[config.mk]
export PLATFORM = sky130hd
export DESIGN_NAME = thresh_qual
export DESIGN_NICKNAME = d
export VERILOG_FILES = /design/src/rtl/thq_pkg.sv /design/src/rtl/thq_sync.sv /design/src/rtl/thq_prescale.sv /design/src/rtl/thq_ctrl_reg.sv /design/src/rtl/thq_debounce.sv /design/src/rtl/thresh_qual.sv
export SDC_FILE = /design/constraint.sdc
export NUM_CORES = 1
export LEC_CHECK = 0
export BUFFER_PORTS_ARGS = -buffer_cell sky130_fd_sc_hd__buf_2
export CORE_ASPECT_RATIO = 0.7
export CORE_MARGIN = 2
export CORE_UTILIZATION = 45
export CTS_CLUSTER_SIZE = 14
export DETAILED_ROUTE_END_ITERATION = 10
export GPL_ROUTABILITY_DRIVEN = 0
export GPL_TIMING_DRIVEN = 0
export PLACE_DENSITY = 0.85
export SETUP_SLACK_MARGIN = 0.05
export SLEW_MARGIN = 30
export SYNTH_ARGS = -nofsm -noshare
export SYNTH_HDL_FRONTEND = slang
export SYNTH_SLANG_ARGS = --single-unit
[constraint.sdc]
create_clock -name clk -period 3.2 [get_ports clk]
set_input_delay 0.32 -clock clk [delete_from_list [all_inputs] [get_ports clk]]
set_output_delay 0.32 -clock clk [all_outputs]
set_load 0.01 [all_outputs]
[src/rtl/thq_pkg.sv]
package thq_pkg;
    typedef enum logic [1:0] {
        ST_OFF   = 2'd0,
        ST_COUNT = 2'd1,
        ST_HIT   = 2'd2
    } thq_state_e;

    typedef struct packed {
        logic [1:0] rate;
        logic       en;
        logic [2:0] nsamp;
        logic       pd;
    } thq_ctrl_t;
endpackage

[src/rtl/thq_sync.sv]
module thq_sync #(
    parameter int STAGES = 2
) (
    input  logic clk,
    input  logic rst_n,
    input  logic d,
    output logic q
);
    logic [STAGES-1:0] chain_q;

    genvar gi;
    generate
        for (gi = 0; gi < STAGES; gi++) begin : g_stage
            always_ff @(posedge clk or negedge rst_n) begin
                if (!rst_n) begin
                    chain_q[gi] <= 1'b0;
                end else begin
                    chain_q[gi] <= (gi == 0) ? d : chain_q[(gi == 0) ? 0 : gi-1];
                end
            end
        end
    endgenerate

    assign q = chain_q[STAGES-1];
endmodule

[src/rtl/thq_prescale.sv]
module thq_prescale #(
    parameter int PS_W = 3
) (
    input  logic       clk,
    input  logic       rst_n,
    input  logic [1:0] rate,
    output logic       tick
);
    logic [PS_W-1:0] pcnt_q;
    logic [PS_W-1:0] mask;

    always_ff @(posedge clk or negedge rst_n) begin
        if (!rst_n) begin
            pcnt_q <= '0;
        end else begin
            pcnt_q <= pcnt_q + 1'b1;
        end
    end

    always_comb begin
        unique case (rate)
            2'd0:    mask = PS_W'(0);
            2'd1:    mask = PS_W'(1);
            2'd2:    mask = PS_W'(3);
            default: mask = PS_W'(7);
        endcase
    end

    assign tick = ((pcnt_q & mask) == '0);

    // with a divisor above 1, two ticks never fall on adjacent cycles
    a_r1_no_back_to_back: assert property (@(posedge clk) disable iff (!rst_n)
        (rate != 2'd0 && $stable(rate)) |-> !(tick && $past(tick)));
endmodule

[src/rtl/thq_ctrl_reg.sv]
module thq_ctrl_reg
    import thq_pkg::*;
(
    input  logic        clk,
    input  logic        rst_n,
    input  logic        we,
    input  logic [1:0]  be,
    input  logic [15:0] wdata,
    output thq_ctrl_t   ctrl,
    output logic        clr_req
);
    logic wr_hi;
    thq_ctrl_t ctrl_q;

    assign wr_hi   = we & be[1];
    assign clr_req = wr_hi & ~wdata[8];

    always_ff @(posedge clk or negedge rst_n) begin
        if (!rst_n) begin
            ctrl_q <= '0;
        end else if (wr_hi) begin
            ctrl_q.rate  <= wdata[15:14];
            ctrl_q.en    <= wdata[13];
            ctrl_q.nsamp <= wdata[12:10];
            ctrl_q.pd    <= wdata[9];
        end
    end

    assign ctrl = ctrl_q;

    // without the upper lane nothing in the word changes
    a_r9_lane_hold: assert property (@(posedge clk) disable iff (!rst_n)
        !wr_hi |=> $stable(ctrl_q));
endmodule

[src/rtl/thq_debounce.sv]
module thq_debounce
    import thq_pkg::*;
#(
    parameter int MAX_SAMPLES = 5
) (
    input  logic       clk,
    input  logic       rst_n,
    input  logic       en,
    input  logic [2:0] nsamp,
    input  logic       tick,
    input  logic       samp,
    input  logic       clr_req,
    output logic       hit_o
);
    localparam int RUN_W = $clog2(MAX_SAMPLES + 1);

    thq_state_e state_q, state_d;
    logic [RUN_W-1:0] run_q, run_d;
    logic [3:0]       code_plus;
    logic [RUN_W:0]   need;
    logic [RUN_W:0]   run_inc;

    assign code_plus = {1'b0, nsamp} + 4'd1;
    assign need      = (code_plus > 4'(MAX_SAMPLES)) ? (RUN_W+1)'(MAX_SAMPLES)
                                                     : (RUN_W+1)'(code_plus);
    assign run_inc   = {1'b0, run_q} + 1'b1;

    always_ff @(posedge clk or negedge rst_n) begin
        if (!rst_n) begin
            state_q <= ST_OFF;
            run_q   <= '0;
        end else begin
            state_q <= state_d;
            run_q   <= run_d;
        end
    end

    always_comb begin
        state_d = state_q;
        run_d   = run_q;
        if (!en) begin
            state_d = ST_OFF;
            run_d   = '0;
        end else if (clr_req && state_q != ST_OFF) begin
            state_d = ST_COUNT;
            run_d   = '0;
        end else begin
            unique case (state_q)
                ST_OFF: begin
                    state_d = ST_COUNT;
                    run_d   = '0;
                end
                ST_COUNT: begin
                    if (tick) begin
                        if (!samp) begin
                            run_d = '0;
                        end else if (run_inc >= need) begin
                            state_d = ST_HIT;
                            run_d   = '0;
                        end else begin
                            run_d = run_inc[RUN_W-1:0];
                        end
                    end
                end
                ST_HIT: begin
                    state_d = ST_HIT;
                end
                default: begin
                    state_d = ST_OFF;
                    run_d   = '0;
                end
            endcase
        end
    end

    always_comb begin
        hit_o = (state_q == ST_HIT);
    end

    // a result rises only after a high sample taken on a tick
    a_r5_rise_needs_sample: assert property (@(posedge clk) disable iff (!rst_n)
        $rose(hit_o) |-> ($past(samp) && $past(tick)));
    // sticky while enabled and not soft-cleared
    a_r5_sticky: assert property (@(posedge clk) disable iff (!rst_n)
        (hit_o && en && !clr_req) |=> hit_o);
    // disabled detector drops the result on the next cycle
    a_r7_off_clears: assert property (@(posedge clk) disable iff (!rst_n)
        !en |=> !hit_o);
endmodule

[src/rtl/thresh_qual.sv]
module thresh_qual
    import thq_pkg::*;
#(
    parameter int MAX_SAMPLES = 5,
    parameter int SYNC_STAGES = 2
) (
    input  logic        clk,
    input  logic        rst_n,
    input  logic        reg_we,
    input  logic [1:0]  reg_be,
    input  logic [15:0] reg_wdata,
    output logic [15:0] reg_rdata,
    input  logic        cmp_in,
    output logic        det_en_o,
    output logic        pwrdn_o,
    output logic        result_o
);
    thq_ctrl_t ctrl;
    logic clr_req;
    logic tick;
    logic samp;
    logic hit;
    logic res_vis;

    thq_ctrl_reg u_reg (
        .clk     (clk),
        .rst_n   (rst_n),
        .we      (reg_we),
        .be      (reg_be),
        .wdata   (reg_wdata),
        .ctrl    (ctrl),
        .clr_req (clr_req)
    );

    thq_prescale #(.PS_W(3)) u_ps (
        .clk   (clk),
        .rst_n (rst_n),
        .rate  (ctrl.rate),
        .tick  (tick)
    );

    thq_sync #(.STAGES(SYNC_STAGES)) u_sync (
        .clk   (clk),
        .rst_n (rst_n),
        .d     (cmp_in),
        .q     (samp)
    );

    thq_debounce #(.MAX_SAMPLES(MAX_SAMPLES)) u_deb (
        .clk     (clk),
        .rst_n   (rst_n),
        .en      (ctrl.en),
        .nsamp   (ctrl.nsamp),
        .tick    (tick),
        .samp    (samp),
        .clr_req (clr_req),
        .hit_o   (hit)
    );

    assign res_vis   = hit & ctrl.en;
    assign reg_rdata = {ctrl.rate, ctrl.en, ctrl.nsamp, ctrl.pd, res_vis, 8'h00};
    assign det_en_o  = ctrl.en;
    assign pwrdn_o   = ctrl.pd;
    assign result_o  = res_vis;

    // power-down output tracks the last upper-lane write of bit 9
    a_r8_pd_follows: assert property (@(posedge clk) disable iff (!rst_n)
        (reg_we && reg_be[1]) |=> (pwrdn_o == $past(reg_wdata[9])));
endmodule

Yosys cells after proc, flatten, opt, wreduce, memory -nomap -nowiden

Cells that the tools add are included.

Add/subtract/negate cells: 3
$mul: 0
Div/mod/pow operators: 0
$lt $le $gt $ge: 2
Eq/ne operators: 8
Shift-type cells: 0
Mux-type cells: 14
Bitwise gates (word level): 5
Reductions and logical operators: 7

Operator list:

| operator            | number |
|---|---|
| $mux 3              | 5 |
| $mux 2              | 5 |
| $pmux 3 s3          | 1 |
| $add 3x1->4 const B | 2 |
| $ne 4x3->1 const B  | 2 |
| $pmux 2 s3          | 1 |
| $pmux 3 s2          | 1 |
| $eq 2x1->1 const B  | 2 |
| $eq 2x2->1 const B  | 2 |
| $ge 4x4->1          | 1 |
| $gt 4x3->1 const B  | 1 |
| $logic_not 2->1     | 2 |
| $mux 4              | 1 |
| $ne 4x2->1 const B  | 1 |
| $add 3x1->3 const B | 1 |
| $and 1x1->1         | 3 |
| $and 3x3->3         | 1 |
| $logic_not 3->1     | 1 |
| $ne 3x2->1 const B  | 1 |
| $reduce_and 3->1    | 1 |
| $reduce_and 2->1    | 1 |
| $reduce_bool 2->1   | 1 |
| $logic_and 1x1->1   | 1 |
| $not 1->1           | 1 |

Register bits after elaboration: 17
Latch bits: 0
Bits in writable memories: 0
Bits in read-only memories: 0
Input port bits: 22
Output and inout port bits: 19
Word-level logic and storage cells: 48
Memories: 0

Logic depth before layout (Yosys ltp)

Gate-level depths: netlist of run 1.

Word-level depth: 10
Gate-level depth with buffers: 11
Gate-level depth less buffers: 11

Cells and area by module

From an unflattened synthesis of run 1, not the netlist that was laid out.

Cells, all modules: 97
Area, all modules: 1041.0 sq um

Modules (own cells, without submodules):

| module       | times used | cells an instance | area an instance (sq um) | sequential area each (sq um) |
|---|---|---|---|---|
| thq_debounce | 1          | 57                | 510.5                    | 125.1 |
| thq_ctrl_reg | 1          | 16                | 264.0                    | 175.2 |
| thq_prescale | 1          | 9                 | 123.9                    | 75.1 |
| thresh_qual  | 1          | 13                | 92.6                     | 0.0 |
| thq_sync     | 1          | 2                 | 50.0                     | 50.0 |

Worst setup path after synthesis of run 1

OpenSTA, ideal clock, no wires.

Path kind: reg-to-reg
Start point: register, netlist name u_reg.ctrl[1]
End point: register u_deb.state_q[1]
Library setup time: 125 ps
Arrival: 2213 ps
Data required time: 3075 ps
Setup slack: 862 ps
Cell stages (with the launch flop): 12
Path buffers: 0
Clock period less this slack: 2338 ps
Cells stage by stage: dfrtp_1 > inv_1 > ha_1 > nor2_1 > o21ai_0 > nand2_1 > ha_1 > nand2b_4 > a2111oi_4 > nor3_2 > nor2b_4 > mux2_4

Cells in the longest elaborated chain, start to end: 6

Ends and longest elaborated chain:

| item                                  | RTL line           | text |
|---|---|---|
| $add 3x1->4 (*)                       | thq_debounce.sv:23 | `assign code_plus = {1'b0, nsamp} + 4'd1;` |
| $gt 4x3->1                            | thq_debounce.sv:24 | `assign need = (code_plus > 4'(MAX_SAMPLES)) ? (RUN_W+1)'(MAX_SAMPLES)` |
| $mux 4 (*)                            | thq_debounce.sv:24 |  |
| $ge 4x4->1 (*)                        | thq_debounce.sv:57 | `end else if (run_inc >= need) begin` |
| $ne 4x2->1 (no source line) (*)       | -                  |  |
| $reduce_and 3->1 (no source line) (*) | -                  |  |
| end signal, assigned                  | thq_debounce.sv:33 | `state_q <= state_d;` |
| end, declared                         | thq_debounce.sv:17 | `thq_state_e state_q, state_d;` |

Every way passes the cells marked *; elsewhere a longest branch is shown, timed or not.
A chain may end at the register's enable or synchronous reset.

Worst setup path after layout of run 1

Start point: register, netlist name u_reg.ctrl[1]
End point: register u_deb.state_q[1]

Cells in the longest elaborated chain, start to end: 6

Ends and longest elaborated chain:

| item                                  | RTL line |
|---|---|
| $add 3x1->4 (*)                       | thq_debounce.sv:23 |
| $gt 4x3->1                            | thq_debounce.sv:24 |
| $mux 4 (*)                            | thq_debounce.sv:24 |
| $ge 4x4->1 (*)                        | thq_debounce.sv:57 |
| $ne 4x2->1 (no source line) (*)       | - |
| $reduce_and 3->1 (no source line) (*) | - |

Marked as above.

==> flow_summary.yaml, run 1 <==
run_status:
  status: "completed"
route:
  firstDrtPassIters: 5
  avgViaCountPerCell: 4.753
  initialDrtViolationCount: 11
  vias: 770
  wire_per_inst_um: 11.57
  drc: 0
  ant_nets: 0
  wl_mm: 1.874
synth:
  synth_cells: 95
  synth_simple_gate_area_share_pct: 9.272
  synth_compound_area_share_pct: 14.20
  synthMuxAreaShare_pct: 10.80
  synthFlopType: "dfrtp_1"
  synth_edf_count: 0
  syn_avg_cell_area_um2: 11.22
  yosysMostFrequentCell: "dfrtp_1"
  synthTopCellsByArea: "dfrtp_1, ha_1, mux2_2, buf_4, inv_1"
  async_flop_share_pct: 100.0
  synth-seq-cells: 17
  synth_top_family_by_area: "compound AO/OA/AOI/OAI gates"
  yosysTopAreaCell: "dfrtp_1"
  yosysTopAreaCellShare_pct: 39.91
  synthXorXnorAreaFrac_pct: 1.643
  synth_area_um2: 1066
  yosysWarnings: 0
  synth_seq_area_share_pct: 39.91
  synth.distinct_cells: 31
  yosys.area_share.adder_pct: 12.91
  yosys-top-cells-count: "dfrtp_1, buf_4, ha_1"
global_route:
  grt_pass1_vias: 750
  grt_max_degree: 18
  gr-usage-all-layers_pct: 14.38
  grt-ovfl-total: 0
  grt_antenna_before_repair: 0
  grt_pass1_wl_mm: 3.111
sta:
  hold_viol_final: 0
  skew_ns: 0.003906
  setup_viol: 0
  setup_tns_ns: 0
  fmax_mhz: 400.6
  maxSlewViolCount: 0
  grt_setup_unrepaired: "false"
  period_minus_slack_ns: 2.496
  fin_crit_sh_pct: 78.01
flow_run:
  maxCapViolCount: 0
die:
  rows: 14
  dieArea_um2: 2780
  io_pins: 41
  core_area_um2: 2190
  die_width_um: 62.18
  start_util_pct: 48.69
  die_h_um: 44.72
cells_and_area:
  fin_nets: 164
  finish.utilization_pct: 58.63
  fillers: 194
  diodes: 0
  design_area_um2: 1284
  drive_above_1_share_pct: 40.00
  syn_to_final_growth_pct: 20.42
clock_tree:
  ctsHtreeMaxLevel: 1
  tritoncts: "yes"
  cts_max_path_buffers: 2
  post_cts_resized: 0
  insertion_delay_ns: 0.28
  path_clk_slew_ns: 0.10
  cts_buffers: 3
  clock-sinks: 17
  root_buffer: "clkbuf_4"
worst_setup_path:
  required_ns: 3.38
  end_kind: "flop"
  path_max_fanout: 6
  crit_type: "flop to flop"
  critPathLaunchType: "flop"
  cp_data_arrival_time_ns: 2.68
place:
  dpl_cell_area_um2: 1247
  io_buffer_count: 23
  dpl.hpwl_mm: 1.515
pwr:
  leakage_nw: 0.6877
  peakVddDrop_uv: 340.3
  power.density_nw_per_um2: 488.9
min_path:
  hold_path_class: "input port to flop"
==> logic make-up (layout without fill, tap and decap cells) <==
| kind of cell | Yosys count | after routing |
|---|---|---|
| buf+inv | 19 | 47 |
| mux | 10 | 10 |
| other cells | 2 | 9 |
| simple gates | 15 | 15 |
| xor+xnor | 2 | 2 |
| flops | 17 | 17 |
| fa+ha+maj | 11 | 11 |
| compound gates | 19 | 19 |
==> state kept, by name, summed over array words and instances, names as in the netlist <==
name,flops
u_sync.chain_q,1
u_sync.q,1
u_deb.state_q,2
u_ps.pcnt_q,3
u_reg.ctrl,7
u_deb.run_q,3
==> per-layer routing <==
layer,vias up,global-route usage (%),wire length (um)
met5,-,0,0
met3,2,2.244,121
met2,36,25.87,895
met1,354,18.11,851
li1,378,-,-
met4,0,5.778,5
==> layout by cell type, fill, tap and decap left out, drive strengths merged, types with 2 or more instances in the layout <==
cell type and instances:
xor2 2, mux2 9, o21ai 5, buf 34
inv 8, clkbuf 4, dfrtp 17, a21oi 3
ha 11, conb 9, o211ai 3, nand2 2
nor2 5, nor2b 2, a22o 2
==> repair_timing <==
item,4_1_cts,5_1_grt
endpoints found under the setup margin,0,0
hold buffers,1,0
buffers inserted,0,0
hold endpoints to repair,17,0
==> metrics by stage <==
stage	hold WS (ns)	setup WS, ns	cells	total power [mW]
floorplan	0.02441	0.8622	102	0.4490
global placement	0.2505	0.8308	157	0.5002
detailed placement	0.2613	0.7275	157	0.5141
CTS	0.1307	0.7097	162	0.6286
global route	0.1230	0.5603	162	0.6681
finish	0.1403	0.7038	162	0.6277
==> layout make-up <==
cell class | instances | area, um2 | share of cell area [%]
Multi-Input combinational cell | 66 | 554.3 | 43.18
Sequential cell | 17 | 425.4 | 33.14
Tap cell | 32 | 40.04 | 3.119
Inverter | 8 | 30.03 | 2.339
Timing Repair Buffer | 24 | 125.1 | 9.747
Buffer | 11 | 82.58 | 6.433
Clock buffer | 4 | 26.28 | 2.047
==> path summary, 6_finish.rpt <==
| path | to | depth (start not counted) | slack (ns) | start |
|---|---|---|---|---|
| max in group asynchronous | u_deb.run_q[0] | 2 | 2.45 | rst_n |
| hold / removal | u_sync.chain_q[0] | 1 | 0.14 | cmp_in |
| min in group asynchronous | u_ps.pcnt_q[0] | 2 | 0.47 | rst_n |
| setup / recovery | u_deb.state_q[1] | 11 | 0.70 | u_reg.ctrl[1] |
| hold reg to reg | u_sync.q | 0 | 0.36 | u_sync.chain_q[0] |
| setup reg to reg | u_deb.state_q[1] | 11 | 0.70 | u_reg.ctrl[1] |
==> report_power, final <==
| group | total, mW | switching (mW) | leakage (nW) | internal [mW] |
|---|---|---|---|---|
| Clock | 0.114 | 0.0657 | 0.0150 | 0.0484 |
| Combinational | 0.245 | 0.119 | 0.462 | 0.127 |
| Sequential | 0.268 | 0.0278 | 0.211 | 0.241 |
| Total | 0.628 | 0.212 | 0.688 | 0.416 |
==> worst max-delay path: stages, from the launching register on <==
cell and delay [ns]:
dfrtp_1 0.44, inv_1 0.09, ha_1 0.21, nor2_1 0.14, o21ai_0 0.10, nand2_1 0.08, ha_1 0.22, nand2b_4 0.15
a2111oi_4 0.42, nor3_2 0.11, nor2b_4 0.15, mux2_4 0.30
No activity file was read; power rests on OpenSTA's default activity.
==> run 2: changes to the inputs <==
--- a/config.mk
+++ b/config.mk
@@ -5,15 +5,16 @@
 export SDC_FILE = /design/constraint.sdc
 export NUM_CORES = 1
 export LEC_CHECK = 0
+export ABC_AREA = 1
 export BUFFER_PORTS_ARGS = -buffer_cell sky130_fd_sc_hd__buf_2
 export CORE_ASPECT_RATIO = 0.7
 export CORE_MARGIN = 2
-export CORE_UTILIZATION = 45
+export CORE_UTILIZATION = 44
 export CTS_CLUSTER_SIZE = 14
 export DETAILED_ROUTE_END_ITERATION = 10
 export GPL_ROUTABILITY_DRIVEN = 0
 export GPL_TIMING_DRIVEN = 0
-export PLACE_DENSITY = 0.85
+export PLACE_DENSITY = 0.86
 export SETUP_SLACK_MARGIN = 0.05
 export SLEW_MARGIN = 30
 export SYNTH_ARGS = -nofsm -noshare
==> constraint.sdc (replaced) <==
create_clock -name clk -period 2.15 [get_ports clk]
set_input_delay 0.215 -clock clk [delete_from_list [all_inputs] [get_ports clk]]
set_output_delay 0.215 -clock clk [all_outputs]
set_load 0.01 [all_outputs]
==> run 2 against run 1 <==
  * Hold slack worse by 0.12 ns
  * Design area is 4.3% higher
  * Clock power is 47% higher
  * Clock skew is 0.0031 ns lower
  * Critical path depth is 2 higher
  * Combinational power is 27% higher
  * Non-clock buffer count is 1 higher
  * Synthesized cell count is 45% higher
  * First-iteration DRC count is 9.1% higher
  * Fmax is 34% higher
  * Register-to-register slack worse by 0.42 ns
  * Sequential share of layout area is 1.4 points lower
  * Critical path type unchanged
  * Highest routed layer unchanged
==> flow_summary.yaml, run 2 <==
global_route:
  grt_pass1_vias: 742
  gr-usage-all-layers_pct: 14.50
  grt-ovfl-total: 0
  grt_pass1_wl_mm: 3.201
  grt_max_degree: 18
  grt_antenna_before_repair: 0
cells_and_area:
  drive_above_1_share_pct: 32.95
  syn_to_final_growth_pct: 20.36
  fin_nets: 207
  final_common_cell: "nand2_1"
  finalNonFillerCells: 207
  most-common-layout-cells: "nand2_1, buf_2, dfrtp_1"
  finish.utilization_pct: 55.30
  largest_reg_flops: 7
  diodes: 0
min_path:
  holdPathStages: 1
  hold_path_class: "input port to flop"
  min_to: "u_sync.chain_q[0]"
  hp-start: "cmp_in"
worst_setup_path:
  r2r-start: "u_reg.ctrl[1]"
  crit_type: "flop to flop"
  required_ns: 2.34
  path_common_cell: "nand2_1"
  r2r_slack_ns: 0.29
  crit_path_top_delay_cell: "dfrtp_1"
  path_max_fanout: 5
  worstRegToRegCells: 13
  critPathLaunchType: "flop"
  cp_data_arrival_time_ns: 2.06
  end_kind: "flop"
  r2r-end: "u_deb.state_q[1]"
  cp_slowest_stage_delay_ns: 0.43
  crit_path_cell_trace: "ha_1 > a21oi_2 > nand2_1 > nand2_1 > ha_1 > nand2_1 > nand2_1 > nand2_1 > nand3_2 > nand2_2 > nand2_1 > nand2_1 > nand2_1"
sta:
  setup_viol: 0
  fmax_mhz: 536.7
  hold_viol_final: 0
  skew_ns: 0.0008278
  maxSlewViolCount: 0
  fin_crit_sh_pct: 86.67
  grt_setup_unrepaired: "false"
  whs_ns: 0.02074
  period_minus_slack_ns: 1.863
  setup_tns_ns: 0
synth:
  async_flop_share_pct: 100.0
  synth-seq-cells: 17
  syn_avg_cell_area_um2: 8.060
  synth_seq_area_share_pct: 38.25
  synth_edf_count: 0
  synth_cells: 138
  synthFlopType: "dfrtp_1"
  synth.distinct_cells: 23
  yosysWarnings: 0
  yosys-top-cells-count: "nand2_1, dfrtp_1, inv_1"
  yosysTopAreaCellShare_pct: 38.25
  yosysMostFrequentCell: "nand2_1"
  synth_area_um2: 1112
  yosysTopAreaCell: "dfrtp_1"
  synthTopCellsByArea: "dfrtp_1, nand2_1, ha_1, buf_4, inv_1"
clock_tree:
  clock-sinks: 17
  root_buffer: "clkbuf_4"
  cts_buffers: 3
  cts_max_path_buffers: 2
  tritoncts: "yes"
  path_clk_slew_ns: 0.09
  ctsHtreeMaxLevel: 1
  insertion_delay_ns: 0.29
route:
  wire_per_inst_um: 9.043
  drc: 0
  avgViaCountPerCell: 4.377
  firstDrtPassIters: 4
  ant_nets: 0
  initialDrtViolationCount: 12
  vias: 906
  wl_mm: 1.872
pwr:
  leakage_nw: 0.7778
  peakVddDrop_uv: 513.0
  power.density_nw_per_um2: 644.3
  power_mw: 0.8626
die:
  dieArea_um2: 2953
  io_pins: 41
  core_area_um2: 2421
  die_width_um: 64.10
  rows: 15
  die_h_um: 46.07
  start_util_pct: 45.94
place:
  dp.cells: 202
  dpl.hpwl_mm: 1.571
  io_buffer_count: 23
run_status:
  status: "completed"
flow_run:
  maxCapViolCount: 0
[run 2: cell count changes after synthesis, sizes merged, moves of 2 or more]
cell / delta
inv: +9
nand2: +46
o211ai: -3
mux2: -9
nor2: +3
clkinv: +2
nor2b: -2
nand3: +8
a22o: -2
a21oi: +2
[run 2: metrics by stage]
stage / cell area, um2 / setup WS (ns)
final: 1339 / 0.2867
after global routing: 1339 / 0.07723
after CTS: 1333 / 0.2429
after detailed placement: 1296 / 0.2604
after global placement: 1296 / 0.2750
after floorplan: 1139 / 0.3639
[run 2: how the worst max path moves through the flow]
stage | from | endpoint | slack, ns | depth (start not counted)
after CTS | u_reg.ctrl[1] | u_deb.state_q[1] | 0.24 | 13
after global routing | u_reg.ctrl[1] | u_deb.state_q[1] | 0.08 | 13
final | u_reg.ctrl[1] | u_deb.state_q[1] | 0.29 | 13
after detailed placement | u_reg.ctrl[1] | u_deb.state_q[1] | 0.26 | 13
after global placement | u_reg.ctrl[1] | u_deb.state_q[0] | 0.28 | 13
after floorplan | u_reg.ctrl[1] | u_deb.state_q[0] | 0.36 | 13
[run 2: report_power, final]
group	leakage [nW]	total [mW]	switching, mW	internal, mW
sequential	0.216	0.384	0.0312	0.353
combinational	0.547	0.310	0.182	0.128
clock	0.0150	0.168	0.0960	0.0723
total	0.778	0.863	0.309	0.553
[run 2: metal layers]
metal | wire (um) | share of wire [%] | vias to the layer above | track usage [%]
met5 | 0 | 0 | - | 0
met2 | 836 | 45 | 24 | 22.08
li1 | - | - | 478 | -
met4 | 20 | 1.1 | 0 | 5.106
met1 | 905 | 48 | 401 | 19.78
met3 | 109 | 5.8 | 3 | 4.645
[run 2: cells by family after synthesis]
family / synth area share, %
buffers and inverters: 14.62
AOI/OAI and AO/OA: 5.962
xor gates and xnor gates: 0.7875
other: 0.6752
adders and majority gates: 12.37
and+or+nand+nor: 27.33
DFF: 38.25
[run 2: cell type report]
cell class,instances,area [um2]
timing repair buffer,24,125.1
tap,34,42.54
multi-input combinational,97,556.8
sequential,17,425.4
fill,236,1082
inverter,19,75.07
clock buffer,4,26.28
buffer,12,87.58
[run 2: critical path: cells and delay by family (launching register included)]
| family | cells | cell delay (ns) |
|---|---|---|
| AND/OR/NAND/NOR | 10 | 0.71 |
| AO/OA/AOI/OAI | 1 | 0.15 |
| adder cells (fa/ha/maj) | 2 | 0.48 |
| flip-flops | 1 | 0.43 |
[run 2: timing repair]
action | in CTS | in global routing
setup endpoints to repair | 0 | 2
endpoints found under the hold margin | 17 | 0
hold buffers | 1 | 0
resized for setup | 0 | 2
setup buffers | 0 | 0
==> run 3: changes to the inputs <==
==> constraint.sdc (replaced) <==
create_clock -name clk -period 1.68 [get_ports clk]
set_input_delay 0.168 -clock clk [delete_from_list [all_inputs] [get_ports clk]]
set_output_delay 0.168 -clock clk [all_outputs]
set_load 0.01 [all_outputs]
==> run 3 against run 2 <==
  * Clock power increased by 38%
  * Largest cell class unchanged
  * Fmax up 2.3%
  * Flip-flop and latch count is the same
  * Clock-buffer cell count down 1
  * Critical path type unchanged
  * Non-clock buffer count grew 4
  * Highest routed layer unchanged
  * The run now ends with setup timing left
  * Combinational power grew 58%
  * Design area rose by 8.5%
  * Via count up 2.2%
  * Global-route usage increased by 0.46 points
  * Critical path depth did not move
==> flow_summary.yaml, run 3 (same netlist as run 2, synthesis figures left out) <==
sta:
  layout_setup_ws_ns: -0.1416
  grt_setup_unrepaired: "true"
  fin_crit_sh_pct: 108.4
  setup_viol: 5
  period_minus_slack_ns: 1.822
  skew_ns: 0.002295
  fmax_mhz: 549.0
  maxSlewViolCount: 0
  hold_viol_final: 0
cells_and_area:
  syn_to_final_growth_pct: 30.60
  most-common-layout-cells: "nand2_1, buf_2, dfrtp_1"
  design_area_um2: 1453
  diodes: 0
  finalNonFillerCells: 211
  final_common_cell: "nand2_1"
  drive_above_1_share_pct: 42.37
  largest_reg_flops: 7
  fin_nets: 211
route:
  wire_per_inst_um: 10.40
  initialDrtViolationCount: 6
  drc: 0
  avgViaCountPerCell: 4.389
  vias: 926
  firstDrtPassIters: 4
  wl_mm: 2.194
  ant_nets: 0
worst_setup_path:
  cp_data_arrival_time_ns: 2.02
  r2r-end: "u_deb.state_q[1]"
  worstRegToRegCells: 13
  crit_type: "flop to flop"
  r2r_slack_ns: -0.14
  r2r-start: "u_reg.ctrl[1]"
  critPathLaunchType: "flop"
  path_max_fanout: 5
  required_ns: 1.88
  end_kind: "flop"
pwr:
  power.density_nw_per_um2: 841.8
  leakage_nw: 0.8094
  peakVddDrop_uv: 514.4
place:
  dp.cells: 202
  dpl_cell_area_um2: 1305
  io_buffer_count: 23
  dpl.hpwl_mm: 1.609
die:
  io_pins: 41
  dieArea_um2: 2953
  start_util_pct: 45.94
  core_area_um2: 2421
  die_width_um: 64.10
  die_h_um: 46.07
  rows: 15
clock_tree:
  tritoncts: "yes"
  ctsHtreeMaxLevel: 1
  cts_buffers: 3
  root_buffer: "clkbuf_4"
  insertion_delay_ns: 0.29
  path_clk_slew_ns: 0.11
  cts_max_path_buffers: 2
  clock-sinks: 17
global_route:
  grt-ovfl-total: 0
  grt_antenna_before_repair: 0
  grt_max_degree: 18
  grt_pass1_wl_mm: 3.284
  gr-usage-all-layers_pct: 14.96
  grt_pass1_vias: 763
flow_run:
  maxCapViolCount: 0
min_path:
  min_to: "u_reg.ctrl[0]"
  hold_path_class: "input port to flop"
  holdPathStages: 3
  hp-start: "reg_wdata[9]"
run_status:
  status: "complete, but fails checks"
  violations: "setup timing"
## run 3: cell types whose count changed in the layout (fill, tap and decap cells not counted), sizes merged
cell,change
buf,+3
clkinvlp,+1
clkbuf,-1
dlygate4sd3,+1
## run 3: layer usage
layer | track usage, % | wire length (um) | vias to the layer above | share of wire (%)
met4 | 5.106 | 19 | 0 | 0.87
li1 | - | - | 487 | -
met2 | 25.00 | 1017 | 31 | 46
met3 | 4.156 | 145 | 2 | 6.6
met1 | 19.20 | 1011 | 406 | 46
met5 | 0 | 0 | - | 0
## run 3: worst max-delay path by stage
stage                             start          endpoint  slack, ns  cells past startpoint
final                     u_reg.ctrl[1]  u_deb.state_q[1]      -0.14                     13
after global routing      u_reg.ctrl[1]  u_deb.state_q[0]      -0.28                     13
after CTS                 u_reg.ctrl[1]  u_deb.state_q[0]      -0.09                     13
after detailed placement  u_reg.ctrl[1]  u_deb.state_q[1]      -0.09                     13
after global placement    u_reg.ctrl[1]  u_deb.state_q[1]      -0.06                     13
after floorplan           u_reg.ctrl[1]  u_deb.state_q[0]     -0.002                     13
## run 3: critical path, cell delays in order (launching register included)
cell,delay (ns)
dfrtp_2,0.47
ha_4,0.19
a21oi_4,0.16
nand2_2,0.08
nand2_2,0.09
ha_4,0.21
nand2_2,0.06
nand2_2,0.05
nand2_2,0.08
nand3_4,0.09
nand2_4,0.11
nand2_4,0.05
nand2_1,0.05
nand2_1,0.04
## run 3: repair_timing
action                                  in CTS  in global routing
resized for setup                            1                 17
endpoints found under the setup margin       5                  6
endpoints found under the hold margin       18                  0
pin swaps                                    3                 10
hold buffers                                 2                  0
setup buffers                                1                  2
## run 3: cell type report
type | count | area [um2]
Fill cell | 231 | 968.4
Multi-Input combinational cell | 97 | 631.9
Sequential cell | 17 | 427.9
Timing Repair Buffer | 28 | 157.7
Buffer | 12 | 87.58
Inverter | 19 | 75.07
Tap cell | 34 | 42.54
Clock buffer | 3 | 22.52
Clock inverter | 1 | 7.507
## run 3: report_power, final
| group | total (mW) | switching, mW | internal [mW] |
|---|---|---|---|
| combinational | 0.491 | 0.278 | 0.213 |
| clock | 0.231 | 0.141 | 0.0904 |
| sequential | 0.501 | 0.0479 | 0.453 |
## run 3: through the flow
| step | hold WS [ns] | util, % | setup slack, ns | setup TNS, ns | power, mW |
|---|---|---|---|---|---|
| after CTS | 0.05657 | 56.38 | -0.08946 | -0.3486 | 1.142 |
| final | 0.06062 | 60.00 | -0.1416 | -0.5897 | 1.223 |
| after floorplan | -0.1276 | - | -0.002127 | -0.004198 | 0.7896 |
| after detailed placement | 0.1140 | 53.90 | -0.09376 | -0.2671 | 0.8977 |
| after global routing | 0.05826 | 60.00 | -0.2801 | -1.298 | 1.321 |
| after global placement | 0.1033 | 53.90 | -0.06479 | -0.1344 | 0.8852 |
